## src/rtl/gtmr_pkg.sv

```systemverilog
`timescale 1ns/1ps
package gtmr_pkg;
  // Word addresses of the register file
  typedef enum logic [2:0] {
    IDX_CNT_LO = 3'd0,
    IDX_CNT_HI = 3'd1,
    IDX_CMP_LO = 3'd2,
    IDX_CMP_HI = 3'd3,
    IDX_CTRL   = 3'd4
  } reg_idx_e;

  // Control word bit positions
  localparam int CTL_FLAG = 0;
  localparam int CTL_EN   = 1;
  localparam int CTL_BUSY = 2;
endpackage

```

## src/rtl/gtmr_counter.sv

```systemverilog
`timescale 1ns/1ps
module gtmr_counter #(
  parameter int CNT_W = 42
) (
  input  logic             clk,
  input  logic             rst_n,
  output logic [CNT_W-1:0] cnt_gray
);
  logic [CNT_W-1:0] bin_q;
  logic [CNT_W-1:0] bin_nxt;

  function automatic logic [CNT_W-1:0] bin2gray(input logic [CNT_W-1:0] b);
    return b ^ (b >> 1);
  endfunction

  assign bin_nxt = bin_q + CNT_W'(1);

  // Binary count drives the increment; the Gray mirror is registered
  // from the same next value, so both stay aligned cycle for cycle.
  always_ff @(posedge clk) begin
    if (!rst_n) begin
      bin_q    <= '0;
      cnt_gray <= '0;
    end else begin
      bin_q    <= bin_nxt;
      cnt_gray <= bin2gray(bin_nxt);
    end
  end
endmodule

```

## src/rtl/gtmr_match.sv

```systemverilog
`timescale 1ns/1ps
module gtmr_match #(
  parameter int REG_W       = 32,
  parameter int HI_W        = 10,
  parameter int SYNC_CYCLES = 3
) (
  input  logic                  clk,
  input  logic                  rst_n,
  input  logic                  wr_lo,
  input  logic                  wr_hi,
  input  logic [REG_W-1:0]      wdata,
  output logic [REG_W-1:0]      stage_lo,
  output logic [HI_W-1:0]       stage_hi,
  output logic [REG_W+HI_W-1:0] match_gray,
  output logic                  busy
);
  localparam int BW = $clog2(SYNC_CYCLES + 1);

  logic [BW-1:0] busy_cnt;
  logic          accept_lo;
  logic          accept_hi;
  logic          xfer_now;

  assign busy      = (busy_cnt != '0);
  assign accept_lo = wr_lo && !busy;
  assign accept_hi = wr_hi && !busy;
  assign xfer_now  = (busy_cnt == BW'(1));

  // Staging halves: written by software, all ones out of reset
  always_ff @(posedge clk) begin
    if (!rst_n) begin
      stage_lo <= '1;
      stage_hi <= '1;
    end else begin
      if (accept_lo) stage_lo <= wdata;
      if (accept_hi) stage_hi <= wdata[HI_W-1:0];
    end
  end

  // Synchroniser model: fixed countdown, then load the comparator copy
  always_ff @(posedge clk) begin
    if (!rst_n) begin
      busy_cnt   <= '0;
      match_gray <= '1;
    end else begin
      if (accept_hi) begin
        busy_cnt <= BW'(SYNC_CYCLES);
      end else if (busy) begin
        busy_cnt <= busy_cnt - BW'(1);
      end
      if (xfer_now) match_gray <= {stage_hi, stage_lo};
    end
  end
endmodule

```

## src/rtl/gtmr_event.sv

```systemverilog
`timescale 1ns/1ps
module gtmr_event #(
  parameter int CNT_W = 42
) (
  input  logic             clk,
  input  logic             rst_n,
  input  logic [CNT_W-1:0] cnt_gray,
  input  logic [CNT_W-1:0] match_gray,
  input  logic             flag_w1c,
  input  logic             en_wr,
  input  logic             en_val,
  output logic             hit,
  output logic             flag_q,
  output logic             en_q,
  output logic             irq
);
  // Gray equality is plain bit equality; no conversion needed
  assign hit = (cnt_gray == match_gray);
  assign irq = flag_q & en_q;

  // A match has priority over a clear in the same cycle
  always_ff @(posedge clk) begin
    if (!rst_n) begin
      flag_q <= 1'b0;
      en_q   <= 1'b0;
    end else begin
      if (hit)           flag_q <= 1'b1;
      else if (flag_w1c) flag_q <= 1'b0;
      if (en_wr)         en_q   <= en_val;
    end
  end
endmodule

```

## src/rtl/gray_event_timer.sv

```systemverilog
`timescale 1ns/1ps
module gray_event_timer
  import gtmr_pkg::*;
#(
  parameter int CNT_W       = 42,
  parameter int REG_W       = 32,
  parameter int SYNC_CYCLES = 3
) (
  input  logic             clk,
  input  logic             rst_n,
  input  logic             reg_wr,
  input  logic [2:0]       reg_addr,
  input  logic [REG_W-1:0] reg_wdata,
  output logic [REG_W-1:0] reg_rdata,
  output logic             irq_o
);
  localparam int HI_W = CNT_W - REG_W;
  localparam int PAD  = REG_W - HI_W;

  logic [CNT_W-1:0] cnt_gray;
  logic [CNT_W-1:0] match_gray;
  logic [REG_W-1:0] stage_lo;
  logic [HI_W-1:0]  stage_hi;
  logic             busy;
  logic             match_hit;
  logic             flag_q;
  logic             en_q;
  logic             wr_cmp_lo;
  logic             wr_cmp_hi;
  logic             wr_ctrl;

  assign wr_cmp_lo = reg_wr && (reg_addr == IDX_CMP_LO);
  assign wr_cmp_hi = reg_wr && (reg_addr == IDX_CMP_HI);
  assign wr_ctrl   = reg_wr && (reg_addr == IDX_CTRL);

  gtmr_counter #(.CNT_W(CNT_W)) u_cnt (
    .clk      (clk),
    .rst_n    (rst_n),
    .cnt_gray (cnt_gray)
  );

  gtmr_match #(.REG_W(REG_W), .HI_W(HI_W), .SYNC_CYCLES(SYNC_CYCLES)) u_cmp (
    .clk        (clk),
    .rst_n      (rst_n),
    .wr_lo      (wr_cmp_lo),
    .wr_hi      (wr_cmp_hi),
    .wdata      (reg_wdata),
    .stage_lo   (stage_lo),
    .stage_hi   (stage_hi),
    .match_gray (match_gray),
    .busy       (busy)
  );

  gtmr_event #(.CNT_W(CNT_W)) u_evt (
    .clk        (clk),
    .rst_n      (rst_n),
    .cnt_gray   (cnt_gray),
    .match_gray (match_gray),
    .flag_w1c   (wr_ctrl && reg_wdata[CTL_FLAG]),
    .en_wr      (wr_ctrl),
    .en_val     (reg_wdata[CTL_EN]),
    .hit        (match_hit),
    .flag_q     (flag_q),
    .en_q       (en_q),
    .irq        (irq_o)
  );

  always_comb begin
    reg_rdata = '0;
    case (reg_addr)
      IDX_CNT_LO: reg_rdata = cnt_gray[REG_W-1:0];
      IDX_CNT_HI: reg_rdata = {{PAD{1'b0}}, cnt_gray[CNT_W-1:REG_W]};
      IDX_CMP_LO: reg_rdata = stage_lo;
      IDX_CMP_HI: reg_rdata = {{PAD{1'b0}}, stage_hi};
      IDX_CTRL: begin
        reg_rdata[CTL_FLAG] = flag_q;
        reg_rdata[CTL_EN]   = en_q;
        reg_rdata[CTL_BUSY] = busy;
      end
      default: reg_rdata = '0;
    endcase
  end
endmodule

```

## config.mk

```make
export PLATFORM = sky130hd
export DESIGN_NAME = gray_event_timer
export DESIGN_NICKNAME = d
export VERILOG_FILES = /design/src/rtl/gtmr_pkg.sv /design/src/rtl/gtmr_counter.sv /design/src/rtl/gtmr_match.sv /design/src/rtl/gtmr_event.sv /design/src/rtl/gray_event_timer.sv
export SDC_FILE = /design/constraint.sdc
export NUM_CORES = 1
export LEC_CHECK = 0
export ABC_CLOCK_PERIOD_IN_PS = 5300
export BUFFER_PORTS_ARGS = -buffer_cell sky130_fd_sc_hd__buf_2
export CORE_MARGIN = 2
export CORE_UTILIZATION = 64
export DETAILED_ROUTE_END_ITERATION = 6
export GPL_TIMING_DRIVEN = 1
export PLACE_DENSITY = 0.85
export SLEW_MARGIN = 20
export SYNTH_ARGS = -nofsm -noshare
export SYNTH_HDL_FRONTEND = slang
export SYNTH_SLANG_ARGS = --single-unit
```

## constraint.sdc

```tcl
create_clock -name clk -period 5.3 [get_ports clk]
set_input_delay 1.06 -clock clk [delete_from_list [all_inputs] [get_ports clk]]
set_output_delay 1.06 -clock clk [all_outputs]
set_load 0.01 [all_outputs]
```

== Word level (Yosys, flattened, before mapping) ==
Index checks and enable logic that the tools add are counted.
W data, S select, Z words.

* Add/subtract/negate cells: 2
* Equal/unequal tests: 6
* Multiplexer cells: 6
* Bitwise gates (word level): 2
* Reductions and logical operators: 11

{| class="wikitable"
|+ Operator list
! operator !! count
|-
| $pmux W29 S4 || 1
|-
| $add A42 B1 Y42 const B || 1
|-
| $eq A42 B42 Y1 || 1
|-
| $xor A42 B41 Y42 || 1
|-
| $pmux W3 S5 || 1
|-
| $eq A3 B2 Y1 const B || 2
|-
| $logic_and A1 B1 Y1 || 6
|-
| $reduce_bool A2 Y1 || 3
|-
| $mux W2 || 2
|-
| $eq A3 B1 Y1 const B || 1
|-
| $eq A3 B3 Y1 const B || 1
|-
| $logic_not A3 Y1 || 1
|-
| $eq A2 B1 Y1 const B || 1
|-
| $mux W1 || 2
|-
| $sub A2 B1 Y2 const B || 1
|-
| $and A1 B1 Y1 || 1
|-
| $logic_not A1 Y1 || 1
|}

* Register bits: 172
* Bits of input ports: 38
* Output and inout port bits: 33
* Word-level logic and storage cells: 35

== Depth between registers and ports, before layout ==
* Word-level depth: 5
* Depth in mapped cells: 9

== Modules after synthesis ==
Synthesis repeated with hierarchy kept, for this count alone.

* Cells, all modules: 886
* Area, all modules: 8413.1 µm²

{| class="wikitable"
|+ Modules (own cells, without submodules)
! module !! times used !! cells each !! area an instance (µm²) !! seq. area each (µm²)
|-
| gtmr_counter || 1 || 428 || 3846.2 || 1661.6
|-
| gtmr_match || 1 || 327 || 3392.0 || 1721.7
|-
| gray_event_timer || 1 || 66 || 630.6 || 0.0
|-
| gtmr_event || 1 || 65 || 544.3 || 40.0
|}

== Worst setup path after synthesis ==
No wires, ideal clock.

* Kind: in2out
* Start: input port reg_addr[1]
* End: output port reg_rdata[10]
* Data arrival time: 2.210 ns
* Path slack: 2.030 ns
* Cell stages on the path: 4
* Cell sequence: buf_1 -> buf_1 -> mux2i_1 -> nor2_1

* Longest elaborated chain between the ends: 2
* Elaborated cells between the ends (all ways): 5
* Classes of those cells: eq/ne: 3; mux: 1; reduce/logical: 1

{| class="wikitable"
|+ Ends and longest elaborated chain
! item !! line !! RTL
|-
| start: declaration || gray_event_timer.sv:12 || <nowiki>input logic [2:0] reg_addr,</nowiki>
|-
| $eq A3 B2 Y1 (tied with other cells) || gray_event_timer.sv:70 || <nowiki>case (reg_addr)</nowiki>
|-
| $pmux W29 S4 (*) || gray_event_timer.sv:70 ||
|-
| end: declaration || gray_event_timer.sv:14 || <nowiki>output logic [REG_W-1:0] reg_rdata,</nowiki>
|}

Mark *: on every way between the ends. The rest lies on a longest branch, timed or not.

== Final worst setup path ==
* Start: input port reg_addr[1]
* End: output port reg_rdata[2]

* Longest elaborated chain between the ends: 2
* Elaborated cells between the ends (all ways): 6
* Classes of those cells: eq/ne: 4; mux: 1; reduce/logical: 1

{| class="wikitable"
|+ Ends and longest elaborated chain
! item !! line
|-
| $eq A3 B3 Y1 (tied with other cells) || gray_event_timer.sv:70
|-
| $pmux W3 S5 (*) || gray_event_timer.sv:70
|}

Marked as above.

==> reports/metrics.yaml <==
power.switching_mw: 0.745
ys_seq_elements: 171
synth_nets: 973
slowest_stage: "buf_2"
final_cell_mix: "dfxtp_1 (171), nand2_1 (162), mux2i_1 (79)"
dieHeight_microns: 118
post_cts_buffers: 0
async_flop_share_pct: 0
worst_pin_slew_ns: 1.08
min_period_ns: 3.73
gp_congestion: 0.921
final_layout_size_suffix_gt1_share_pct: 12.9
avgRoutedWirePerCell_microns: 17.2
synth_top_area_share_pct: 41.1
fp-row-count: 41
gr-total-overflow: 0
fmax_mhz: 268
htree_num_levels: 4
final_common_cell: "dfxtp_1"
cts.reportedPaths.clkPinSlew_ns: 0.06
end_kind: "output port"
place.port_buffers: 70
track_usage_pct: 28.9
synth_top_family_by_area: "simple AND/OR/NAND/NOR gates"
cts_tree: "yes"
ctsResizeCount: 0
hold_viol_final: 0
synth_cell_types: 55
r2r_start: "u_cnt.bin_q[0]$_SDFF_PN0_"
synthFlopType: "dfxtp_1"
clk_latency_ns: 0.42
clock_skew_ns: 0.00984
cts.sinks: 171
drc: 0
seq_area_frac_synth_pct: 41.1
start_kind: "input pin"
outcome: "finished clean"
startpoint: "reg_addr[1]"
synthSimpleGateAreaFrac_pct: 26.5
drtIter0Drc: 686
cp_cell_sequence: "buf_2, mux2_2, o21ai_0, o22ai_1, buf_2"
synth_compound_area_share_pct: 4.06
crit_top_cell: "buf_2"
setup_slack_ns: 1.57
drt_pass1_iterations: 5
grt_max_degree: 119
syn-cell-area_sq_um: 8320
die_area_sq_um: 13900
leakage_nw: 3.70
dieWidth_microns: 118
setup_violations: 0
clkPwrFrac_pct: 40.9
maxCapViolations: 0
num_antenna_cells: 0
cts_max_path_buffers: 2
num_io_pins: 71
grt_setup_unrepaired: "no"
antenna_found_initial: 0
power.density_nw_per_um2: 317
synth-xor-area-share_pct: 12.3
irDropWorstVdd_uv: 242
grt_pass1_vias: 6313
cts_root_buf: "clkbuf_16"
tns_ns: 0
slew_headroom_pct: 27.7
cp_max_fo: 40
yosys-top-cells-area: "dfxtp_1 (41%), mux2i_1 (9.5%), nand2_1 (7.3%)"
crit_arrival_ns: 2.67
ctsHoldBuffers: 0
seq_power_share_pct: 46.4
hold_class: "register to register"
dp_slack_ns: 1.58
synth_edf_count: 0
critPathKind: "input pin to output port"
worstHoldStart: "u_cmp.stage_lo[30]$_SDFFE_PN1P_"
finalNetCount: 1004
antenna_left: 0
cts_inserted_buffers: 17
muxShareOfSynthArea_pct: 11.9
pwr-share-comb_pct: 12.6
coreArea_sq_um: 12700
drv_slew: 0
synth_largest_area_cell: "dfxtp_1"
syn_area_per_cell_sq_um: 8.93
p_int_mw: 2.18
via_per_inst: 5.80
area_growth_pct: 11.0
ys_warn_count: 0
initial_core_util_pct: 65.7
netlist_instances: 932
drt-total-wl_microns: 19700
sw_frac_of_total_pct: 25.4
cp_slowest_stage_delay_ns: 0.80
worst-endpoint-required_ns: 4.24
vias: 6656
synth-adder-area-share_pct: 0.451
grt_pass1_wl_microns: 32300
hpwl_microns: 13200
finalCritPeriodShare_pct: 70.4
-- synth_stat cells (8+ instances only) --
master and n:
o21ai_0 17, nor2b_1 38, xor2_1 51, nor2_1 41, and2_1 47, mux2i_1 79
buf_2 10, xnor2_1 66, a21oi_1 8, mux4_2 8, dfxtp_1 171, and3_1 9
nand4_1 24, inv_1 10, nand2_1 162, clkbuf_1 38, nand3_1 64, buf_1 9
-- layer usage --
| metal | part of all wire, % | track usage, % |
|---|---|---|
| met1 | 44 | 38.7 |
| met2 | 48 | 45.9 |
| met3 | 6.2 | 6.20 |
| met4 | 2.2 | 11.1 |
| met5 | 0 | 0 |
-- sequential cells by signal, summed over array words and instances (netlist names) --
| signal | count |
|---|---|
| u_evt.en_q | 1 |
| u_cmp.match_gray | 42 |
| u_cmp.stage_lo | 32 |
| u_cnt.cnt_gray | 41 |
| u_evt.flag_q | 1 |
| u_cmp.busy_cnt | 2 |
| u_cmp.stage_hi | 10 |
| u_cnt.bin_q | 42 |
-- logic make-up after synthesis --
kind of cell,after synthesis
adders and majority gates,3
AOI/OAI and AO/OA,52
DFF,171
buffers and inverters,71
xor gates and xnor gates,117
and+or+nand+nor,429
muxes,89
-- power groups by stage --
stage | registers (mW) | clock network, mW | logic [mW]
2_1_floorplan | 1.37 | 0 | 0.285
3_3_place_gp | 1.38 | 0 | 0.354
3_5_place_dp | 1.39 | 0 | 0.362
4_1_cts | 1.36 | 1.20 | 0.367
5_1_grt | 1.36 | 1.27 | 0.398
6_report | 1.36 | 1.20 | 0.370
-- critical path: cells and delay by family --
family,cells,cell delay [ns]
buffers and inverters,2,0.96
muxes,1,0.41
AOI/OAI and AO/OA,2,0.23
-- final cells by class --
class                           count  area (sq um)
Clock inverter                      8          83.8
Clock buffer                       23           488
Timing Repair Buffer               73           375
Sequential cell                   171          3420
Fill cell                         885          3440
Multi-Input combinational cell    690          4610
Tap cell                          172           215
Inverter                           10          37.5
-- final timing paths --
check	depth (start not counted)	to	slack, ns
max	5	reg_rdata[2]	1.57
min	2	u_cmp.stage_lo[30]$_SDFFE_PN1P_	0.49
max reg2reg	7	u_cnt.cnt_gray[39]$_SDFF_PN0_	2.47
min reg2reg	2	u_cmp.stage_lo[30]$_SDFFE_PN1P_	0.49
-- metrics by stage --
stage	hold WS (ns)	area [sq um]	cells	power [mW]	utilization [%]
2_1_floorplan	0.457	8320	932	1.66	-
3_3_place_gp	0.472	8650	1116	1.74	68.3
3_5_place_dp	0.481	8650	1116	1.75	68.3
4_1_cts	0.489	9220	1147	2.93	72.8
5_1_grt	0.506	9230	1147	3.03	72.9
6_report	0.487	9230	1147	2.93	72.9
(Power assumes the default switching activity.)
